`src/rtl/codec_spi_pkg.sv`:
```
package codec_spi_pkg;

  localparam int DATA_W = 8;
  localparam int CNT_W  = $clog2(DATA_W);

  localparam logic [7:0] REG_CFG  = 8'h3C;
  localparam logic [7:0] REG_CMD  = 8'h3D;
  localparam logic [7:0] REG_DATA = 8'h3E;

  typedef enum logic [1:0] {
    ST_IDLE,
    ST_WAIT_WR,
    ST_SHIFT,
    ST_WAIT_RD
  } eng_state_t;

  typedef struct packed {
    logic slave_sel;
    logic two_addr;
    logic si_mode;
    logic rs_level;
  } cfg_t;

  typedef struct packed {
    logic latch_hi;
    logic flash_wr;
  } cmd_t;

  // index of the final byte of a transfer: address bytes plus one data byte
  function automatic logic [1:0] last_byte_idx(input logic two_addr);
    return two_addr ? 2'd2 : 2'd1;
  endfunction

  // sclk level: active half shows latch_hi, idle half shows its inverse
  function automatic logic sclk_level(input logic active, input logic latch_hi);
    return active ~^ latch_hi;
  endfunction

  function automatic logic [DATA_W-1:0] pack_cfg(input cfg_t c, input logic rd_req,
                                                 input logic wr_req);
    return {c.slave_sel, c.two_addr, 2'b00, c.si_mode, c.rs_level, rd_req, wr_req};
  endfunction

  function automatic logic [DATA_W-1:0] pack_cmd(input logic busy, input cmd_t m);
    return {busy, m.latch_hi, m.flash_wr, 5'b00000};
  endfunction

endpackage

```
`src/rtl/spi_bitclk.sv`:
```
module spi_bitclk #(
  parameter int DIV = 4
) (
  input  logic clk,
  input  logic rst_n,
  input  logic run,
  output logic act,
  output logic bit_end
);
  localparam int CW = (DIV > 2) ? $clog2(DIV) : 1;
  localparam logic [CW-1:0] HALF = CW'(DIV / 2);
  localparam logic [CW-1:0] LAST = CW'(DIV - 1);

  logic [CW-1:0] cnt_q;

  always_ff @(posedge clk) begin
    if (!rst_n || !run) begin
      cnt_q <= '0;
    end else if (cnt_q == LAST) begin
      cnt_q <= '0;
    end else begin
      cnt_q <= cnt_q + 1'b1;
    end
  end

  assign act     = run && (cnt_q >= HALF);
  assign bit_end = run && (cnt_q == LAST);
endmodule

```
`src/rtl/spi_regs.sv`:
```
module spi_regs
  import codec_spi_pkg::*;
#(
  parameter int ADDR_W = 8
) (
  input  logic              clk,
  input  logic              rst_n,
  input  logic [ADDR_W-1:0] bus_addr,
  input  logic              bus_wr,
  input  logic              bus_rd,
  input  logic [DATA_W-1:0] bus_wdata,
  output logic [DATA_W-1:0] bus_rdata,
  input  logic              busy,
  input  logic              wr_req,
  input  logic              rd_req,
  input  logic [DATA_W-1:0] rx_byte,
  output cfg_t              cfg,
  output cmd_t              cmd,
  output logic              start_pls,
  output logic              data_wr,
  output logic              data_rd
);
  localparam logic [ADDR_W-1:0] A_CFG  = ADDR_W'(REG_CFG);
  localparam logic [ADDR_W-1:0] A_CMD  = ADDR_W'(REG_CMD);
  localparam logic [ADDR_W-1:0] A_DATA = ADDR_W'(REG_DATA);

  logic hit_cfg, hit_cmd, hit_data;
  assign hit_cfg  = (bus_addr == A_CFG);
  assign hit_cmd  = (bus_addr == A_CMD);
  assign hit_data = (bus_addr == A_DATA);

  always_ff @(posedge clk) begin
    if (!rst_n) begin
      cfg <= '{slave_sel: 1'b1, two_addr: 1'b1, si_mode: 1'b0, rs_level: 1'b0};
      cmd <= '{latch_hi: 1'b1, flash_wr: 1'b0};
    end else begin
      if (bus_wr && hit_cfg) begin
        cfg <= '{slave_sel: bus_wdata[7], two_addr: bus_wdata[6],
                 si_mode: bus_wdata[3], rs_level: bus_wdata[2]};
      end
      if (bus_wr && hit_cmd && !busy) begin
        cmd <= '{latch_hi: bus_wdata[6], flash_wr: bus_wdata[5]};
      end
    end
  end

  assign start_pls = bus_wr && hit_cmd && !busy && bus_wdata[7];
  assign data_wr   = bus_wr && hit_data;
  assign data_rd   = bus_rd && hit_data;

  always_comb begin
    bus_rdata = '0;
    if (hit_cfg)       bus_rdata = pack_cfg(cfg, rd_req, wr_req);
    else if (hit_cmd)  bus_rdata = pack_cmd(busy, cmd);
    else if (hit_data) bus_rdata = rx_byte;
  end
endmodule

```
`src/rtl/spi_engine.sv`:
```
module spi_engine
  import codec_spi_pkg::*;
(
  input  logic              clk,
  input  logic              rst_n,
  input  logic              start,
  input  logic              data_wr,
  input  logic              data_rd,
  input  logic [DATA_W-1:0] wdata,
  input  logic              two_addr,
  input  logic              si_mode,
  input  logic              rs_level,
  input  logic              latch_hi,
  input  logic              flash_wr,
  input  logic              act,
  input  logic              bit_end,
  input  logic              miso,
  output logic              run,
  output logic              busy,
  output logic              wr_req,
  output logic              rd_req,
  output logic [DATA_W-1:0] rx_byte,
  output logic              cs_n,
  output logic              sclk,
  output logic              mosi,
  output logic              rs
);
  localparam logic [CNT_W-1:0] LAST_BIT = CNT_W'(DATA_W - 1);

  eng_state_t        state_q;
  logic [DATA_W-1:0] tx_q;
  logic [DATA_W-2:0] rx_q;
  logic [CNT_W-1:0]  bit_q;
  logic [1:0]        byte_q;
  logic [1:0]        last_idx;
  logic              byte_done;
  logic              final_byte;

  assign last_idx   = last_byte_idx(two_addr);
  assign byte_done  = bit_end && (bit_q == LAST_BIT);
  assign final_byte = (byte_q == last_idx);

  always_ff @(posedge clk) begin
    if (!rst_n) begin
      state_q <= ST_IDLE;
      tx_q    <= '0;
      rx_q    <= '0;
      rx_byte <= '0;
      bit_q   <= '0;
      byte_q  <= '0;
      wr_req  <= 1'b0;
      rd_req  <= 1'b0;
      cs_n    <= 1'b1;
    end else begin
      unique case (state_q)
        ST_IDLE: begin
          if (start) begin
            state_q <= ST_WAIT_WR;
            cs_n    <= 1'b0;
            wr_req  <= 1'b1;
            byte_q  <= '0;
          end
        end
        ST_WAIT_WR: begin
          if (data_wr) begin
            tx_q    <= wdata;
            wr_req  <= 1'b0;
            bit_q   <= '0;
            state_q <= ST_SHIFT;
          end
        end
        ST_SHIFT: begin
          if (bit_end) begin
            rx_q <= {rx_q[DATA_W-3:0], miso};
          end
          if (byte_done) begin
            bit_q <= '0;
            if (final_byte) begin
              cs_n <= 1'b1;
              if (flash_wr) begin
                state_q <= ST_IDLE;
              end else begin
                rx_byte <= {rx_q, miso};
                rd_req  <= 1'b1;
                state_q <= ST_WAIT_RD;
              end
            end else begin
              byte_q <= byte_q + 2'd1;
              if ((byte_q + 2'd1 == last_idx) && !flash_wr) begin
                tx_q <= '0;
              end else begin
                wr_req  <= 1'b1;
                state_q <= ST_WAIT_WR;
              end
            end
          end else if (bit_end) begin
            bit_q <= bit_q + 1'b1;
            tx_q  <= tx_q << 1;
          end
        end
        ST_WAIT_RD: begin
          if (data_rd) begin
            rd_req  <= 1'b0;
            state_q <= ST_IDLE;
          end
        end
        default: state_q <= ST_IDLE;
      endcase
    end
  end

  assign run  = (state_q == ST_SHIFT);
  assign busy = (state_q != ST_IDLE);
  assign sclk = sclk_level(run && act, latch_hi);
  assign mosi = run && tx_q[DATA_W-1];
  assign rs   = (run && si_mode && bit_q == LAST_BIT) ? rs_level : 1'b0;
endmodule

```
`src/rtl/codec_spi_ctrl.sv`:
```
module codec_spi_ctrl
  import codec_spi_pkg::*;
#(
  parameter int DIV    = 4,
  parameter int ADDR_W = 8
) (
  input  logic              clk,
  input  logic              rst_n,
  input  logic [ADDR_W-1:0] bus_addr,
  input  logic              bus_wr,
  input  logic              bus_rd,
  input  logic [7:0]        bus_wdata,
  output logic [7:0]        bus_rdata,
  output logic              spi_cs_n,
  output logic              spi_sclk,
  output logic              spi_mosi,
  input  logic              spi_miso,
  output logic              spi_rs
);
  cfg_t              cfg;
  cmd_t              cmd;
  logic              start_pls, data_wr, data_rd;
  logic              busy, wr_req, rd_req, run, act, bit_end;
  logic              latch_hi, si_mode;
  logic [DATA_W-1:0] rx_byte;

  assign latch_hi = cmd.latch_hi;
  assign si_mode  = cfg.si_mode;

  spi_regs #(.ADDR_W(ADDR_W)) u_regs (
    .clk(clk), .rst_n(rst_n),
    .bus_addr(bus_addr), .bus_wr(bus_wr), .bus_rd(bus_rd),
    .bus_wdata(bus_wdata), .bus_rdata(bus_rdata),
    .busy(busy), .wr_req(wr_req), .rd_req(rd_req), .rx_byte(rx_byte),
    .cfg(cfg), .cmd(cmd), .start_pls(start_pls),
    .data_wr(data_wr), .data_rd(data_rd)
  );

  spi_bitclk #(.DIV(DIV)) u_bitclk (
    .clk(clk), .rst_n(rst_n), .run(run), .act(act), .bit_end(bit_end)
  );

  spi_engine u_engine (
    .clk(clk), .rst_n(rst_n), .start(start_pls),
    .data_wr(data_wr), .data_rd(data_rd), .wdata(bus_wdata),
    .two_addr(cfg.two_addr), .si_mode(si_mode), .rs_level(cfg.rs_level),
    .latch_hi(latch_hi), .flash_wr(cmd.flash_wr),
    .act(act), .bit_end(bit_end), .miso(spi_miso),
    .run(run), .busy(busy), .wr_req(wr_req), .rd_req(rd_req),
    .rx_byte(rx_byte), .cs_n(spi_cs_n), .sclk(spi_sclk),
    .mosi(spi_mosi), .rs(spi_rs)
  );
endmodule

```
`config.mk`:
```
export PLATFORM = sky130hd
export DESIGN_NAME = codec_spi_ctrl
export DESIGN_NICKNAME = d
export VERILOG_FILES = /design/src/rtl/codec_spi_pkg.sv /design/src/rtl/spi_bitclk.sv /design/src/rtl/spi_regs.sv /design/src/rtl/spi_engine.sv /design/src/rtl/codec_spi_ctrl.sv
export SDC_FILE = /design/constraint.sdc
export NUM_CORES = 1
export LEC_CHECK = 0
export BUFFER_PORTS_ARGS = -buffer_cell sky130_fd_sc_hd__buf_2
export CORE_UTILIZATION = 55
export CTS_CLUSTER_DIAMETER = 150
export CTS_CLUSTER_SIZE = 16
export DETAILED_ROUTE_END_ITERATION = 10
export PLACE_DENSITY_LB_ADDON = 0.15
export SLEW_MARGIN = 20
export SYNTH_ARGS = -nofsm -noshare
export SYNTH_HDL_FRONTEND = slang
export SYNTH_SLANG_ARGS = --single-unit
```
`constraint.sdc`:
```
create_clock -name clk -period 4.5 [get_ports clk]
set_input_delay 0.225 -clock clk [delete_from_list [all_inputs] [get_ports clk]]
set_output_delay 0.225 -clock clk [all_outputs]
set_load 0.005 [all_outputs]
```
==> out/metrics.cfg <==
[clock_network]
cts_max_path_buffers=2
cts.repair.resized=0
htree_levels=2
tritoncts_clock_tree=done
clock_latency_ns=0.29
cts_root_buffer=sky130_fd_sc_hd__clkbuf_8
clkSinkCount=41
cts.reportedPaths.clkPinSlew_ns=0.08
tritoncts.num_buffers=5
postCtsHoldBufs=0
postCtsSetupBuffers=0

[synth]
netlist.top_cell.by_area=sky130_fd_sc_hd__dfxtp_1
synth_edf_count=0
ys_async_sr_fraction=0
synth-seq-cells=41
netlist_instances=246
synth_top_area_frac=0.378
synth.avg_cell_area_um2=8.83
synth_ff_type=sky130_fd_sc_hd__dfxtp_1
yosys_warnings=0
ys_top_cells_by_area=sky130_fd_sc_hd__dfxtp_1 (38%), sky130_fd_sc_hd__mux2i_1 (8.3%), sky130_fd_sc_hd__ha_1 (5.8%)
yosys.cell_types.count=48
yosysSeqAreaShare=0.378
synthesis.area_mm2=0.00217
synth_nets=277

[placed_design]
dpl.hpwl_um=3490
last_weighted_congestion_value_of_the_routability_driven_placer=0.922
worst_slack_at_placement_ns=1.91
numPortBuffers=32
dp_cells=314

[final_layout]
regArea_um2=821
multi_input_area_mm2=0.00123
layout.cells.most_common_list=sky130_fd_sc_hd__dfxtp_1 (41), sky130_fd_sc_hd__buf_2 (32), sky130_fd_sc_hd__nand2_1 (22), sky130_fd_sc_hd__nor2_1 (19), sky130_fd_sc_hd__mux2i_1 (18)
area.growth.synth_to_final_pct=11.8
final_net_count=304
antenna_cells_inserted=0
final_layout_size_suffix_gt1_frac=0.182
fillers=337
post_layout_nonfiller_instances=322
final_common_cell=sky130_fd_sc_hd__dfxtp_1

[power_and_ir_drop]
clkPwrFrac=0.293
static-leakage-power_nw=0.909
ir_worst_vdd_mv=0.280
power_per_cell_area_mw_per_mm2=332
share_seq_of_total_power=0.505
combPwrFrac=0.202
p_int_uw=563
net_switching_power_uw=245
power.share.switching=0.303

[global_route]
first_pass_grt_wire_length_um=8280
antenna_found_initial=0
grt_util_all_layers=0.257
grt_max_degree=31
grt_pass1_vias=1651
grt_overflow_total=0

[timing]
slew_headroom=0.377
timing.final.setup_violations=0
timing_hold_violations_final=0
final.period_utilization=0.582
finalSetupTns_ns=0
fmax_ghz=0.382
final.setup.worst_slack_ns=1.88
finalMaxSlewViolations=0
setup_repair_after_global_routing_missed_its_margin=no
worstMarginPinSlew_ns=0.933
worst_setup_skew_after_layout_ns=0.00352
finalWorstPathRequiredPeriod_ns=2.62

[worst_hold_path]
min-delay-path-class=in -> reg

[setup_path]
cp.required_ns=4.65
timing_worst_setup_path_type=reg -> reg
worstSetupStartpointType=flop
timing.critical_path.to_type=flop
crit_fanout=23
worstPathArrival_ns=2.77

[run]
cap_viol_max_count=0

[floorplanning]
die_x_um=64.9
design.die.area_mm2=0.00421
core_region_area_mm2=0.00372
dieHeight_um=64.9
boundaryPins=33
starting_utilization_of_the_core_area=0.585
std_cell_rows=22

[drt]
routed_wire_length_per_instance_um=15.3
drc_errors=0
routed-via-count=1897
drt-initial-drc-count=88
drtPass1Iterations=4
drt-total-wl_um=4920
vias_per_cell=5.89
postRouteAntennaNets=0

[status]
outcome=finished clean

logic make-up after synthesis:
group / after synthesis / share of synthesized area
XOR/XNOR: 2 / 0.00806
AND/OR/NAND/NOR: 91 / 0.222
AO/OA/AOI/OAI: 55 / 0.196
buffers and inverters: 29 / 0.0558
flip-flops: 41 / 0.378
adder cells (fa/ha/maj): 10 / 0.0576
multiplexers: 18 / 0.0829
registers in the layout, summed over array words and instances, names as in the netlist:
name / flops
u_bitclk.cnt_q: 2
u_engine.bit_q: 3
u_engine.byte_q: 2
u_engine.cs_n: 1
u_engine.rd_req: 1
u_engine.rx_byte: 8
u_engine.rx_q: 7
u_engine.state_q: 2
u_engine.tx_q: 8
u_engine.wr_req: 1
u_regs.cfg: 4
u_regs.cmd: 2
synthesized netlist by cell type (2+ instances only):
library cell               count
sky130_fd_sc_hd__dfxtp_1      41
sky130_fd_sc_hd__nor2_1       19
sky130_fd_sc_hd__a21boi_0      2
sky130_fd_sc_hd__nand4b_1      3
sky130_fd_sc_hd__nand3b_1      3
sky130_fd_sc_hd__nand2_1      22
sky130_fd_sc_hd__a221oi_1      5
sky130_fd_sc_hd__o41ai_1       2
sky130_fd_sc_hd__o21ai_0       6
sky130_fd_sc_hd__mux2i_1      18
sky130_fd_sc_hd__nand4_1       2
sky130_fd_sc_hd__ha_1         10
sky130_fd_sc_hd__buf_1         2
sky130_fd_sc_hd__a21oi_1      15
sky130_fd_sc_hd__o211ai_1      4
sky130_fd_sc_hd__nor3_1       11
sky130_fd_sc_hd__nor2b_1       2
sky130_fd_sc_hd__nand3_1      15
sky130_fd_sc_hd__inv_1        15
sky130_fd_sc_hd__a211oi_1      9
sky130_fd_sc_hd__nand2b_1      5
sky130_fd_sc_hd__clkbuf_1      9
cell type report:
class / instances / share of cell area
multi-input cells: 176 / 0.507
flip-flops and latches: 41 / 0.338
repair buffers: 34 / 0.0721
clock buffers: 5 / 0.0283
well taps: 48 / 0.0247
inverters: 15 / 0.0232
clock inverters: 3 / 0.00721
power by group through the flow:
stage,Sequential (mW),Combinational [mW],Clock (mW)
2_1_floorplan,0.411,0.128,0
3_3_place_gp,0.415,0.159,0
3_5_place_dp,0.416,0.161,0
4_1_cts,0.408,0.162,0.244
5_1_grt,0.412,0.180,0.254
6_report,0.408,0.163,0.236
path summary, 6_finish.rpt:
kind | slack [ns] | startpoint | to | cells after the start
min | 0.19 | bus_wdata[5] | u_regs.cmd[0] | 3
max reg2reg | 1.88 | u_engine.state_q[0] | u_engine.rx_byte[7] | 7
max | 1.88 | u_engine.state_q[0] | u_engine.rx_byte[7] | 7
min reg2reg | 0.46 | u_bitclk.cnt_q[0] | u_bitclk.cnt_q[0] | 1
metrics by stage:
stage | util | power [mW] | area, µm² | hold slack (ns)
5_1_grt | 0.654 | 0.847 | 2430 | 0.195
6_report | 0.654 | 0.807 | 2430 | 0.190
2_1_floorplan | - | 0.539 | 2170 | 0.350
3_5_place_dp | 0.631 | 0.577 | 2340 | 0.447
4_1_cts | 0.654 | 0.814 | 2430 | 0.180
3_3_place_gp | 0.631 | 0.574 | 2340 | 0.445
critical path, stage by stage, from the launching register on:
cell,delay [ns]
sky130_fd_sc_hd__dfxtp_1,0.34
sky130_fd_sc_hd__inv_1,0.15
sky130_fd_sc_hd__ha_1,0.68
sky130_fd_sc_hd__a21boi_0,0.67
sky130_fd_sc_hd__nor3_1,0.13
sky130_fd_sc_hd__buf_4,0.23
sky130_fd_sc_hd__mux2i_1,0.19
sky130_fd_sc_hd__nor2_1,0.07
routing by layer:
metal  GRT usage  routed length [µm]
met4      0.0583                  47
met5           0                   0
met3      0.0546                 229
met1       0.370                2450
met2       0.389                2190
No activity file was read; power rests on OpenSTA's default activity.
